## src/rtl/bcs_pkg.sv

```systemverilog
package bcs_pkg;

  localparam int KIND_W = 3;

  localparam logic [KIND_W-1:0] K_FETCH = 3'd0;
  localparam logic [KIND_W-1:0] K_MRD   = 3'd1;
  localparam logic [KIND_W-1:0] K_MWR   = 3'd2;
  localparam logic [KIND_W-1:0] K_IORD  = 3'd3;
  localparam logic [KIND_W-1:0] K_IOWR  = 3'd4;
  localparam logic [KIND_W-1:0] K_IACK  = 3'd5;

  typedef enum logic [2:0] {
    ST_IDLE,
    ST_T1,
    ST_T2,
    ST_TA,
    ST_TW,
    ST_T3,
    ST_T4
  } tstate_e;

  typedef struct packed {
    logic mreq_n;
    logic rd_n;
    logic wr_n;
    logic m1_n;
    logic iorq_n;
    logic rfsh_n;
  } strobe_t;

  localparam strobe_t STROBES_OFF = strobe_t'(6'h3F);

  function automatic logic kind_ok(input logic [KIND_W-1:0] k);
    return k <= K_IACK;
  endfunction

  function automatic logic kind_io(input logic [KIND_W-1:0] k);
    return (k == K_IORD) || (k == K_IOWR);
  endfunction

  function automatic logic kind_rfsh(input logic [KIND_W-1:0] k);
    return (k == K_FETCH) || (k == K_IACK);
  endfunction

  function automatic logic kind_auto(input logic [KIND_W-1:0] k);
    return kind_io(k) || (k == K_IACK);
  endfunction

endpackage

```

## src/rtl/bcs_tstate_fsm.sv

```systemverilog
module bcs_tstate_fsm
  import bcs_pkg::*;
#(
  parameter int unsigned IO_AUTO_WAITS  = 1,
  parameter int unsigned ACK_AUTO_WAITS = 2
) (
  input  logic              clk,
  input  logic              rst,
  input  logic              ce,
  input  logic              req,
  input  logic [KIND_W-1:0] req_kind,
  input  logic              wait_n,
  output tstate_e           nxt_state,
  output logic [KIND_W-1:0] nxt_kind,
  output logic              accept,
  output logic              cap_en,
  output logic              fin
);

  localparam int unsigned MAX_AUTO = (IO_AUTO_WAITS > ACK_AUTO_WAITS) ? IO_AUTO_WAITS : ACK_AUTO_WAITS;
  localparam int CW = $clog2(MAX_AUTO + 1) + 1;
  localparam logic [CW-1:0] IO_LOAD  = CW'(IO_AUTO_WAITS - 1);
  localparam logic [CW-1:0] ACK_LOAD = CW'(ACK_AUTO_WAITS - 1);

  tstate_e           state_q;
  logic [KIND_W-1:0] kind_q;
  logic [CW-1:0]     cnt_q, nxt_cnt;

  // leaving the data phase toward T3 (wait released)
  function automatic logic cap_on_rfsh_entry(input logic [KIND_W-1:0] k);
    return kind_rfsh(k);
  endfunction

  always_comb begin
    nxt_state = state_q;
    nxt_kind  = kind_q;
    nxt_cnt   = cnt_q;
    accept    = 1'b0;
    cap_en    = 1'b0;
    fin       = 1'b0;
    if (ce) begin
      case (state_q)
        ST_IDLE: begin
          if (req && kind_ok(req_kind)) begin
            accept    = 1'b1;
            nxt_kind  = req_kind;
            nxt_state = ST_T1;
          end
        end
        ST_T1: nxt_state = ST_T2;
        ST_T2: begin
          if (kind_auto(kind_q)) begin
            nxt_state = ST_TA;
            nxt_cnt   = (kind_q == K_IACK) ? ACK_LOAD : IO_LOAD;
          end else if (!wait_n) begin
            nxt_state = ST_TW;
          end else begin
            nxt_state = ST_T3;
            cap_en    = cap_on_rfsh_entry(kind_q);
          end
        end
        ST_TA: begin
          if (cnt_q != '0) begin
            nxt_cnt = cnt_q - 1'b1;
          end else if (!wait_n) begin
            nxt_state = ST_TW;
          end else begin
            nxt_state = ST_T3;
            cap_en    = cap_on_rfsh_entry(kind_q);
          end
        end
        ST_TW: begin
          if (wait_n) begin
            nxt_state = ST_T3;
            cap_en    = cap_on_rfsh_entry(kind_q);
          end
        end
        ST_T3: begin
          if (kind_rfsh(kind_q)) begin
            nxt_state = ST_T4;
          end else begin
            nxt_state = ST_IDLE;
            fin       = 1'b1;
            cap_en    = (kind_q == K_MRD) || (kind_q == K_IORD);
          end
        end
        ST_T4: begin
          nxt_state = ST_IDLE;
          fin       = 1'b1;
        end
        default: nxt_state = ST_IDLE;
      endcase
    end
  end

  always_ff @(posedge clk) begin
    if (rst) begin
      state_q <= ST_IDLE;
      kind_q  <= K_FETCH;
      cnt_q   <= '0;
    end else begin
      state_q <= nxt_state;
      kind_q  <= nxt_kind;
      cnt_q   <= nxt_cnt;
    end
  end

endmodule

```

## src/rtl/bcs_strobe_reg.sv

```systemverilog
module bcs_strobe_reg
  import bcs_pkg::*;
(
  input  logic              clk,
  input  logic              rst,
  input  logic              ce,
  input  tstate_e           nxt_state,
  input  logic [KIND_W-1:0] nxt_kind,
  input  logic              fin,
  output strobe_t           strb_q,
  output logic              oe_q,
  output logic              done_q
);

  strobe_t strb_d;
  logic    in_fetch_data, in_rfsh, in_mem_all, in_after_t1, in_ack_data;

  always_comb begin
    in_fetch_data = nxt_state inside {ST_T1, ST_T2, ST_TW};
    in_rfsh       = nxt_state inside {ST_T3, ST_T4};
    in_mem_all    = nxt_state inside {ST_T1, ST_T2, ST_TW, ST_T3};
    in_after_t1   = nxt_state inside {ST_T2, ST_TA, ST_TW, ST_T3};
    in_ack_data   = nxt_state inside {ST_T1, ST_T2, ST_TA, ST_TW};

    strb_d = STROBES_OFF;
    case (nxt_kind)
      K_FETCH: begin
        if (in_fetch_data) begin
          strb_d.mreq_n = 1'b0;
          strb_d.rd_n   = 1'b0;
          strb_d.m1_n   = 1'b0;
        end else if (in_rfsh) begin
          strb_d.mreq_n = 1'b0;
          strb_d.rfsh_n = 1'b0;
        end
      end
      K_MRD: begin
        if (in_mem_all) begin
          strb_d.mreq_n = 1'b0;
          strb_d.rd_n   = 1'b0;
        end
      end
      K_MWR: begin
        if (in_mem_all) strb_d.mreq_n = 1'b0;
        if (in_mem_all && nxt_state != ST_T1) strb_d.wr_n = 1'b0;
      end
      K_IORD: begin
        if (in_after_t1) begin
          strb_d.iorq_n = 1'b0;
          strb_d.rd_n   = 1'b0;
        end
      end
      K_IOWR: begin
        if (in_after_t1) begin
          strb_d.iorq_n = 1'b0;
          strb_d.wr_n   = 1'b0;
        end
      end
      K_IACK: begin
        if (in_ack_data) strb_d.m1_n = 1'b0;
        if (nxt_state inside {ST_TA, ST_TW}) strb_d.iorq_n = 1'b0;
        if (in_rfsh) begin
          strb_d.mreq_n = 1'b0;
          strb_d.rfsh_n = 1'b0;
        end
      end
      default: strb_d = STROBES_OFF;
    endcase
  end

  always_ff @(posedge clk) begin
    if (rst) begin
      strb_q <= STROBES_OFF;
      oe_q   <= 1'b0;
      done_q <= 1'b0;
    end else begin
      done_q <= fin;
      if (ce) begin
        strb_q <= strb_d;
        oe_q   <= ~strb_d.wr_n;
      end
    end
  end

endmodule

```

## src/rtl/bcs_datapath.sv

```systemverilog
module bcs_datapath
  import bcs_pkg::*;
#(
  parameter int ADDR_W = 16,
  parameter int DATA_W = 8
) (
  input  logic              clk,
  input  logic              rst,
  input  logic              ce,
  input  logic              accept,
  input  logic              cap_en,
  input  tstate_e           nxt_state,
  input  logic [KIND_W-1:0] nxt_kind,
  input  logic [ADDR_W-1:0] req_addr,
  input  logic [ADDR_W-1:0] req_rfsh,
  input  logic [DATA_W-1:0] req_wdata,
  input  logic [DATA_W-1:0] rd_data,
  output logic [ADDR_W-1:0] addr_q,
  output logic [DATA_W-1:0] wdata_q,
  output logic [DATA_W-1:0] rdata_q
);

  logic [ADDR_W-1:0] adr_lat, rfa_lat, nxt_adr, nxt_rfa;
  logic              rfsh_phase;

  always_comb begin
    nxt_adr    = accept ? req_addr : adr_lat;
    nxt_rfa    = accept ? req_rfsh : rfa_lat;
    rfsh_phase = kind_rfsh(nxt_kind) && (nxt_state inside {ST_T3, ST_T4});
  end

  always_ff @(posedge clk) begin
    if (rst) begin
      adr_lat <= '0;
      rfa_lat <= '0;
      wdata_q <= '0;
      addr_q  <= '0;
      rdata_q <= '0;
    end else if (ce) begin
      if (accept) begin
        adr_lat <= req_addr;
        rfa_lat <= req_rfsh;
        wdata_q <= req_wdata;
      end
      addr_q <= rfsh_phase ? nxt_rfa : nxt_adr;
      if (cap_en) rdata_q <= rd_data;
    end
  end

endmodule

```

## src/rtl/bus_cycle_seq.sv

```systemverilog
module bus_cycle_seq
  import bcs_pkg::*;
#(
  parameter int ADDR_W         = 16,
  parameter int DATA_W         = 8,
  parameter int IO_AUTO_WAITS  = 1,
  parameter int ACK_AUTO_WAITS = 2
) (
  input  logic              clk,
  input  logic              rst,
  input  logic              ce,
  input  logic              req,
  input  logic [2:0]        req_kind,
  input  logic [ADDR_W-1:0] req_addr,
  input  logic [ADDR_W-1:0] req_rfsh,
  input  logic [DATA_W-1:0] req_wdata,
  input  logic              wait_n,
  input  logic [DATA_W-1:0] rd_data,
  output logic [ADDR_W-1:0] addr_o,
  output logic [DATA_W-1:0] dbus_out,
  output logic              dbus_oe,
  output logic              mreq_n,
  output logic              rd_n,
  output logic              wr_n,
  output logic              m1_n,
  output logic              iorq_n,
  output logic              rfsh_n,
  output logic [DATA_W-1:0] rdata,
  output logic              done
);

  tstate_e           nxt_state;
  logic [KIND_W-1:0] nxt_kind;
  logic              accept, cap_en, fin;
  strobe_t           strb;

  bcs_tstate_fsm #(
    .IO_AUTO_WAITS (IO_AUTO_WAITS),
    .ACK_AUTO_WAITS(ACK_AUTO_WAITS)
  ) u_fsm (
    .clk      (clk),
    .rst      (rst),
    .ce       (ce),
    .req      (req),
    .req_kind (req_kind),
    .wait_n   (wait_n),
    .nxt_state(nxt_state),
    .nxt_kind (nxt_kind),
    .accept   (accept),
    .cap_en   (cap_en),
    .fin      (fin)
  );

  bcs_strobe_reg u_strb (
    .clk      (clk),
    .rst      (rst),
    .ce       (ce),
    .nxt_state(nxt_state),
    .nxt_kind (nxt_kind),
    .fin      (fin),
    .strb_q   (strb),
    .oe_q     (dbus_oe),
    .done_q   (done)
  );

  bcs_datapath #(
    .ADDR_W(ADDR_W),
    .DATA_W(DATA_W)
  ) u_dp (
    .clk      (clk),
    .rst      (rst),
    .ce       (ce),
    .accept   (accept),
    .cap_en   (cap_en),
    .nxt_state(nxt_state),
    .nxt_kind (nxt_kind),
    .req_addr (req_addr),
    .req_rfsh (req_rfsh),
    .req_wdata(req_wdata),
    .rd_data  (rd_data),
    .addr_q   (addr_o),
    .wdata_q  (dbus_out),
    .rdata_q  (rdata)
  );

  assign mreq_n = strb.mreq_n;
  assign rd_n   = strb.rd_n;
  assign wr_n   = strb.wr_n;
  assign m1_n   = strb.m1_n;
  assign iorq_n = strb.iorq_n;
  assign rfsh_n = strb.rfsh_n;

endmodule

```

## config.mk

```make
export PLATFORM = sky130hd
export DESIGN_NAME = bus_cycle_seq
export DESIGN_NICKNAME = d
export VERILOG_FILES = /design/src/rtl/bcs_pkg.sv /design/src/rtl/bcs_tstate_fsm.sv /design/src/rtl/bcs_strobe_reg.sv /design/src/rtl/bcs_datapath.sv /design/src/rtl/bus_cycle_seq.sv
export SDC_FILE = /design/constraint.sdc
export NUM_CORES = 1
export LEC_CHECK = 0
export CORE_ASPECT_RATIO = 0.7
export CORE_UTILIZATION = 44
export DETAILED_ROUTE_END_ITERATION = 12
export PLACE_DENSITY_LB_ADDON = 0.1
export SLEW_MARGIN = 20
export SYNTH_ARGS = -nofsm -noshare
export SYNTH_HDL_FRONTEND = slang
export SYNTH_SLANG_ARGS = --single-unit
```

## constraint.sdc

```tcl
create_clock -name clk -period 2.1 [get_ports clk]
set_input_delay 0.525 -clock clk [delete_from_list [all_inputs] [get_ports clk]]
set_output_delay 0.525 -clock clk [all_outputs]
set_load 0.005 [all_outputs]
```

* Word level (Yosys, flattened, before mapping) *
Cells that the tools add are included.
Widths: inputs -> output; s select.

storage, ports and cells
  register bits after elaboration = 81
  input bits = 56
  output and inout port bits = 40
  logic and storage cells = 113

cells by class
  $add $sub $neg = 1
  magnitude comparators = 1
  eq/ne operators = 24
  mux-type cells = 45
  bitwise gates (word level) = 2
  reductions and logical operators = 24

operators by type and width
  kind                 count
  $mux 16              3
  $mux 3               11
  $eq 3x3->1 const B   10
  $eq 3x2->1 const B   7
  $mux 1               20
  $pmux 3 s6           1
  $eq 3x1->1 const B   4
  $reduce_bool 4->1    3
  $pmux 1 s2           5
  $logic_not 3->1      3
  $pmux 1 s4           2
  $pmux 3 s2           1
  $reduce_bool 2->1    3
  $reduce_bool 3->1    2
  $logic_or 1x1->1     5
  $ne 2x1->1 const B   2
  $reduce_and 2->1     2
  $reduce_and 4->1     1
  $reduce_or 2->1      2
  $le 3x3->1 const B   1
  $logic_and 1x1->1    3
  $ne 3x1->1 const B   1
  $pmux 1 s3           1
  $sub 3x1->3 const B  1
  other kinds (2)      3

* Logic depth before layout (Yosys ltp) *
Gate-level depths: netlist of the first run.

  depth in word-level cells = 12
  gate-level depth with buffers = 12
  depth with buffers taken out = 10

* Modules after synthesis *
A second synthesis of the first run with hierarchy kept.

unflattened totals
  cells, all modules = 495
  area total of the unflattened synthesis = 4216.5 um^2

by module, submodules not included
  module          times used  cells an instance  area each (um^2)  sequential area each (um^2)
  bcs_datapath    1           344                2942.8            1281.2
  bcs_tstate_fsm  1           87                 739.5             180.2
  bcs_strobe_reg  1           64                 534.3             160.2

* Worst setup path after synthesis of the first run *
Ideal clock, no wire load.

  path kind = input-to-reg
  start = input ce
  end = register u_dp.addr_q[0]
  library setup time = 0.092 ns
  data arrival time = 2.208 ns
  data required time = 2.008 ns
  setup slack = -0.201 ns
  stages on the path = 10
  buffers on the path = 3
  cell sequence = clkbuf_1 nand3b_1 nor3_1 a211o_1 buf_6 and4_4 or2_1 and2_4 buf_6 o311ai_4

between the ends
  word-level cells in the longest chain between the ends = 5
  elaborated cells on any way between the ends = 13
  those cells by class = eq/ne: 3; mux: 6; reduce/logical: 4

ends and longest elaborated chain
  what                                                   RTL line                           RTL
  from (decl)                                            bus_cycle_seq.sv:11                input logic ce,
  $mux 3                                                 bcs_tstate_fsm.sv:41               if (ce) begin
  $eq 3x3->1 (tied with other cells)                     bcs_datapath.sv:29                 rfsh_phase = kind_rfsh(nxt_kind) && (nxt_state inside {ST_T3, ST_T4});
  $reduce_bool 2->1 or $logic_or 1x1->1 (tied branches)  bcs_datapath.sv:29, bcs_pkg.sv:42
  $logic_and 1x1->1                                      bcs_datapath.sv:29
  $mux 16                                                bcs_datapath.sv:45                 addr_q <= rfsh_phase ? nxt_rfa : nxt_adr;
  to (signal assigned)                                   bcs_datapath.sv:45
  to (decl)                                              bcs_datapath.sv:18                 output logic [ADDR_W-1:0] addr_q,

Parallel ways exist; a longest one is shown, timed or not.
A chain may end at the register's enable or synchronous reset.

* Worst setup path after layout of the first run *
  start = register u_fsm.kind_q[2]
  end = register u_dp.addr_q[7]

between the ends
  word-level cells in the longest chain between the ends = 10
  elaborated cells on any way between the ends = 22
  those cells by class = eq/ne: 6; mux: 8; reduce/logical: 8

ends and longest elaborated chain
  what                                      RTL line               RTL
  from (decl)                               bcs_tstate_fsm.sv:26   logic [KIND_W-1:0] kind_q;
  from (signal assigned)                    bcs_tstate_fsm.sv:103  kind_q <= nxt_kind;
  $eq 3x2->1 or $eq 3x3->1 (tied branches)  bcs_pkg.sv:38          return (k == K_IORD) || (k == K_IOWR);
  $logic_or 1x1->1                          bcs_pkg.sv:38
  $logic_or 1x1->1                          bcs_pkg.sv:46          return kind_io(k) || (k == K_IACK);
  $mux 3                                    bcs_tstate_fsm.sv:52   if (kind_auto(kind_q)) begin
  $pmux 3 s6                                bcs_tstate_fsm.sv:42   case (state_q)
  $mux 3                                    bcs_tstate_fsm.sv:41
  $eq 3x3->1                                bcs_datapath.sv:29
  $reduce_bool 2->1                         bcs_datapath.sv:29
  $logic_and 1x1->1 (*)                     bcs_datapath.sv:29
  $mux 16 (*)                               bcs_datapath.sv:45

Every way passes the cells marked *; elsewhere a longest branch is shown, timed or not.

==> run metrics, run 1 <==
sequential share of the synthesized area=around 45%; Cell Chain, Critical Path=buf_6 -> and3b_1 -> o31a_1 -> a211o_1 -> and4_4 -> or2_4 -> and2_4 -> buf_12 -> o311ai_4; Clk pwr share=37.3%; Die Ht=roughly 78 um; P&R area growth vs syn=60.55%; vias in the first global route=around 3500; internal power=between 3 and 4 mW; global-route wire length before repair=~17000 um; clock root buffer=clkbuf_16; WHS=between 0.4 and 0.5 ns; RSZ-0062 raised after global routing=yes; CP bufs+invs=2; Critical Path Fanout Max=7; via count=between 3000 and 4000; Pre-antenna DRT Iters=4; Clock Path Buffers=2; Detail Route Antenna Nets=0; starting DRC count in detailed routing=roughly 200; P_sw=approximately 1.1 mW; pin count of the biggest net entering global routing=61; Fillers=between 500 and 600; DRC viols=0; gr ovfl total=0; H-tree depth=3; DR WL/cell=~16 um; number of max-cap violations=0; Hold Crit Endpoint=u_dp.wdata_q[4]; cell taking the most area after synthesis=dfxtp_1; Comb power frac=approximately 22%; Crit path required time=between 2 and 2.5 ns; power density over cell area=between 700 and 800 nW/um^2; worst slew pin tran=around 0.47 ns; Worst-path clk slew=~0.060 ns; Crit. End Element=flop; asr flop ratio synth=0%; Final Power=4.071 mW; CP arrival=around 2.7 ns; mapped cell area=3618 um^2; GRT Resource Usage Total=between 20% and 30%; Max Fclk=416.0 MHz; top-count cell post-synth=dfxtp_1; Synth top area share=44.81%; num ports=between 90 and 100; worst reg-to-reg path cell count=9; row cnt=27; die area=8596 um^2; Final period util=114.5%; initial antenna violation count=0; slowest stage delay, CP=between 0.3 and 0.4 ns; Worst Setup Slack, final=-0.3041 ns; share of cells above drive strength 1=roughly a quarter; Final nets=609; Clock Skew=just over 0.004 ns; CTS Buf Count=9; Post-synth top cells=81 x dfxtp_1, 60 x nor2_1, 46 x mux2i_1; Final setup viols=21; WL final=10790 um; Post-synth EDFFs=0; CTS tree=built; final hold violations=0; clock latency on the worst-skew pair=0.34 ns; Antenna Cells=0; syn nets=between 400 and 500; worst min-delay path category=reg2reg; CP startpoint kind=flop; Max Slew Vio Count=0; Clock Sinks=81; RR Startpoint=u_fsm.kind_q[2]; Synth area leaders=dfxtp_1 45%, mux2i_1 13%, nor2_1 6.2%, o311ai_2 3.6%, nand2_1 3.1%; Mapped Cells=approximately 400; run status=complete, but fails checks; setup slack, reg-to-reg=-0.30 ns; Lkg Pwr=approximately 2.5 nW; yosys warns=0; R2R Path End=u_dp.addr_q[7]; CP top delay family=simple AND/OR/NAND/NOR gates; syn_area_per_cell=between 9 and 10 um^2; Die X=between 100 and 150 um; post-synthesis sequential element count=81; Final Critical Period=2.404 ns; core area=around 8000 um^2; register share of total power=between 40% and 50%; crit path kind=reg2reg; Cell variety after synth=52; Starting Density=between 40% and 50%; CTS Hold Buffers Added=0; Post-DP HPWL=~6800 um; routability cong.=around 0.92; Sw Share=a little over a quarter; Min-Delay Path Depth=2; failing checks=setup timing; HP Start=u_dp.wdata_q[4]; Slew headroom=roughly 68%; Most used DFF post-synth=dfxtp_1; DP Cell Count=625; port bufs=95; Layout Cells excl Fill=656; Max IR drop VDD=between 0.6 and 0.7 mV; routed vias/inst=approximately 5.4; Crit-path slowest cell=a211o_1
[state kept, by name (all words and copies together), names as in the netlist]
name	flops
u_fsm.cnt_q	3
u_dp.wdata_q	8
u_dp.addr_q	16
u_strb.strb_q	6
u_dp.adr_lat	16
u_fsm.kind_q	3
u_dp.rfa_lat	16
u_strb.oe_q	1
u_strb.done_q	1
u_fsm.state_q	3
u_dp.rdata_q	8
[per-stage QoR]
step | TNS [ns] | cell area, um^2 | worst slack, ns | utilization (%)
floorplan | -2.776 | 3643 | -0.1891 | -
global placement | -17.71 | 5096 | -0.6950 | 64.47
detailed placement | -17.47 | 5096 | -0.7170 | 64.47
CTS | -3.250 | 5682 | -0.1903 | 71.87
global route | -6.461 | 5809 | -0.3520 | 73.49
finish | -4.824 | 5809 | -0.3041 | 73.49
[cell type report]
type                            instances  area [um^2]  share of cell area [%]
Clock inverter                          3        42.54                  0.7323
Timing Repair Buffer                  173         1638                   28.19
Clock buffer                           12        236.5                   4.071
Inverter                                8        30.03                  0.5169
Multi-Input combinational cell        278         2110                   36.31
Sequential cell                        81         1627                   28.00
Tap cell                              101        126.4                   2.175
[cell families after synthesis]
family	synth area share (%)
compound gates	15.28
fa+ha+maj	0.6915
buf+inv	4.495
simple gates	20.23
xor+xnor	1.453
mux	13.04
flops	44.81
[power by group through the flow]
stage / Combinational (mW) / Sequential (mW) / Clock (mW)
2_1_floorplan: 0.358 / 1.67 / 0
3_3_place_gp: 0.715 / 1.68 / 0
3_5_place_dp: 0.727 / 1.68 / 0
4_1_cts: 0.840 / 1.65 / 1.55
5_1_grt: 0.960 / 1.66 / 1.61
6_report: 0.899 / 1.65 / 1.52
[timing repair]
item | CTS | global route
setup buffers | 12 | 1
pin swaps | 22 | 13
setup endpoints to repair | 31 | 32
cloned | 3 | 0
resized for setup | 39 | 32
hold endpoints to repair | 0 | 0
[worst max path at each step]
| stage | startpoint | to | slack (ns) | depth (start not counted) |
|---|---|---|---|---|
| after global placement | ce | u_dp.addr_q[9] | -0.69 | 8 |
| final | u_fsm.kind_q[2] | u_dp.addr_q[7] | -0.30 | 9 |
| after CTS | u_fsm.kind_q[2] | u_dp.addr_q[2] | -0.19 | 9 |
| after detailed placement | ce | u_dp.addr_q[9] | -0.72 | 8 |
| after floorplan | u_fsm.kind_q[0] | u_dp.addr_q[1] | -0.19 | 10 |
| after global routing | u_fsm.kind_q[2] | u_dp.addr_q[4] | -0.35 | 9 |
[cell usage in the layout, fill, tap and decap left out, types with 4 or more instances in the layout]
| cell | n |
|---|---|
| mux2i_1 | 45 |
| nand2_1 | 29 |
| buf_4 | 63 |
| or3_1 | 12 |
| nor2b_1 | 5 |
| dfxtp_1 | 77 |
| nor2_1 | 55 |
| o311ai_4 | 5 |
| or3_4 | 4 |
| nor3_1 | 7 |
| clkbuf_16 | 9 |
| buf_12 | 4 |
| dfxtp_2 | 4 |
| a31oi_1 | 5 |
| inv_1 | 6 |
| buf_6 | 10 |
| nor2_4 | 4 |
| o311ai_1 | 5 |
| clkdlybuf4s50_1 | 93 |
| o311ai_2 | 5 |
| a21oi_1 | 16 |
| nand3_1 | 17 |
[tightest hold or removal path, stage by stage, from the launching register on]
cell and delay, ns:
dfxtp_1 0.31, nand2_1 0.05, a21oi_1 0.05
[layer usage]
| metal | vias to the layer above | routed length (um) | global-route usage [%] |
|---|---|---|---|
| met5 | - | 0 | 0 |
| met4 | 0 | 231 | 9.079 |
| met3 | 18 | 715 | 8.403 |
| met2 | 107 | 4885 | 39.75 |
| met1 | 1688 | 4952 | 34.67 |
| li1 | 1716 | - | - |
(Power assumes the default switching activity.)
==> run 2, diff against run 1 <==
Settings changed: ABC_CLOCK_PERIOD_IN_PS set to 2100, CAP_MARGIN set to 10, GPL_TIMING_DRIVEN set to 1.
==> results of run 2 <==
Same layout as run 1: the final DEF is identical, and so are final timing and power.
==> run 3, diff against run 2 <==
Settings changed: CTS_BUF_LIST set to sky130_fd_sc_hd__clkbuf_4 sky130_fd_sc_hd__clkbuf_8 sky130_fd_sc_hd__clkbuf_16.
==> run 3 against run 2 <==
  * The run still ends with setup timing left
  * Critical path depth is the same
  * Total power grew 1.1%
  * Register-to-register slack is essentially flat
  * Critical path type unchanged
  * Critical endpoint unchanged
  * Largest cell class unchanged
==> run metrics, run 3 (same netlist as run 1, synthesis figures left out) <==
Crit. End Element=flop; CP bufs+invs=2 (unchanged); via count=3530 (+0.028%); number of max-cap violations=0 (unchanged); CP top delay family=simple AND/OR/NAND/NOR gates; port bufs=95 (unchanged); Starting Density=45.77% (unchanged); row cnt=27 (unchanged); commonest non-fill, non-tap cells in the layout=93 x clkdlybuf4s50_1, 77 x dfxtp_1, 64 x buf_4; Final setup viols=22 (+4.8%); Max Fclk=416.1 MHz (about the same); CP startpoint kind=flop; clock root buffer=clkbuf_16; Worst-path clk slew=0.06 ns (about the same); share of cells above drive strength 1=26.26% (+0.49 points); routability cong.=0.9168 (unchanged); setup slack, reg-to-reg=-0.30 ns (about the same); initial antenna violation count=0 (unchanged); worst slew pin tran=0.4623 ns (-0.003321 ns); pre-CTS WS=-0.7170 ns (unchanged); most common cell after layout, fill and taps aside=clkdlybuf4s50_1; power density over cell area=706.6 nW/um^2 (+0.84%); Clock Path Buffers=2 (unchanged); P&R area growth vs syn=60.96%; Detail Route Antenna Nets=0 (unchanged); slowest stage delay, CP=0.37 ns (about the same); H-tree depth=3 (unchanged); Clock Skew=0.005600 ns (+0.001502 ns); Layout Cells excl Fill=657 (+0.15%); Cell Chain, Critical Path=buf_6 -> and3b_1 -> o31a_1 -> a211o_1 -> and4_4 -> or2_4 -> and2_4 -> buf_12 -> o311ai_4; DR WL/cell=16.54 um (+0.59%); Antenna Cells=0 (unchanged); WL final=10870 um (+0.74%); die area=8596 um^2 (unchanged); top flop regs=u_dp.addr_q: 16 flops, u_dp.adr_lat: 16 flops, u_dp.rfa_lat: 16 flops; Die Ht=77.87 um (unchanged); Worst Setup Slack, final=-0.3033 ns (+0.0008670 ns); Die X=110.4 um (unchanged); Critical Path Fanout Max=7 (unchanged); clock latency on the worst-skew pair=0.34 ns (about the same); Final nets=610 (+0.16%); DRC viols=0 (unchanged); Lkg Pwr=2.477 nW (+0.52%); run status=complete, but fails checks; CTS Buf Count=9 (unchanged); crit path kind=reg2reg; global-route wire length before repair=17140 um (+0.12%); CTS tree=built; CTS Hold Buffers Added=0 (unchanged); pin count of the biggest net entering global routing=61 (unchanged); Final period util=114.4% (about the same); gr ovfl total=0 (unchanged); CP arrival=2.65 ns (about the same); final hold violations=0 (unchanged); Max Slew Vio Count=0 (unchanged); Slew headroom=68.30% (+0.23 points); Clock Sinks=81 (unchanged); Pre-antenna DRT Iters=4 (unchanged); routed vias/inst=5.373 (-0.12%); worst min-delay path category=reg2reg; DP Cell Count=625 (unchanged); Post-DP HPWL=6788 um (unchanged); num ports=96 (unchanged); GRT Resource Usage Total=26.30% (+0.12 points); vias in the first global route=3461 (-0.63%); Crit-path slowest cell=a211o_1; Fillers=556 (-1.4%); Crit path required time=2.35 ns (about the same); Max IR drop VDD=0.6315 mV (about the same); starting DRC count in detailed routing=174 (-11%); core area=7905 um^2 (unchanged); Final Critical Period=2.403 ns (-0.0008670 ns); RSZ-0062 raised after global routing=yes; failing checks=setup timing
-- run 3: final timing paths --
| kind | to | cells past startpoint | from |
|---|---|---|---|
| setup reg to reg | u_dp.addr_q[7] | 9 | u_fsm.kind_q[2] |
| hold reg to reg | u_dp.wdata_q[4] | 2 | u_dp.wdata_q[4] |
| setup / recovery | u_dp.addr_q[7] | 9 | u_fsm.kind_q[2] |
| hold / removal | u_dp.wdata_q[4] | 2 | u_dp.wdata_q[4] |
-- run 3: timing repair --
item	in CTS	in global routing
gates cloned	3	0
resized for setup	39	31
endpoints found under the setup margin	31	32
pin swaps	22	12
buffers inserted	12	2
-- run 3: stage by stage --
stage | TNS [ns] | power (mW) | instance area [um^2] | hold slack (ns) | util, %
floorplan | -2.776 | 2.033 | 3643 | 0.4370 | -
global placement | -17.71 | 2.396 | 5096 | 0.4423 | 64.47
detailed placement | -17.47 | 2.409 | 5096 | 0.4485 | 64.47
CTS | -3.249 | 4.079 | 5693 | 0.4565 | 72.02
global route | -6.657 | 4.270 | 5824 | 0.4778 | 73.68
finish | -5.076 | 4.115 | 5824 | 0.4567 | 73.68
-- run 3: power by group --
group	internal, mW	total, mW	switching [mW]
clock	0.952	1.56	0.607
sequential	1.61	1.65	0.0427
combinational	0.485	0.902	0.417
total	3.05	4.12	1.07
-- run 3: cell type report --
class	instances	area (um^2)	share of cell area [%]
clock inverter	3	42.54	0.7304
sequential	81	1627	27.93
inverter	8	30.03	0.5156
tap	101	126.4	2.170
clock buffer	12	247.7	4.253
multi-input combinational	278	2106	36.15
timing repair buffer	174	1645	28.25
-- run 3: worst reg2reg max path: stages, from the launching register on --
cell and delay, ns:
dfxtp_2 0.35, buf_6 0.09, and3b_1 0.20, o31a_1 0.27, a211o_1 0.37, and4_4 0.23
or2_4 0.24, and2_4 0.19, buf_12 0.16, o311ai_4 0.21
-- run 3: metal layers --
layer	part of all wire, %	global-route usage (%)
met2	45	39.75
met5	0	0
met4	1.9	8.816
met3	7.7	8.319
met1	45	35.19
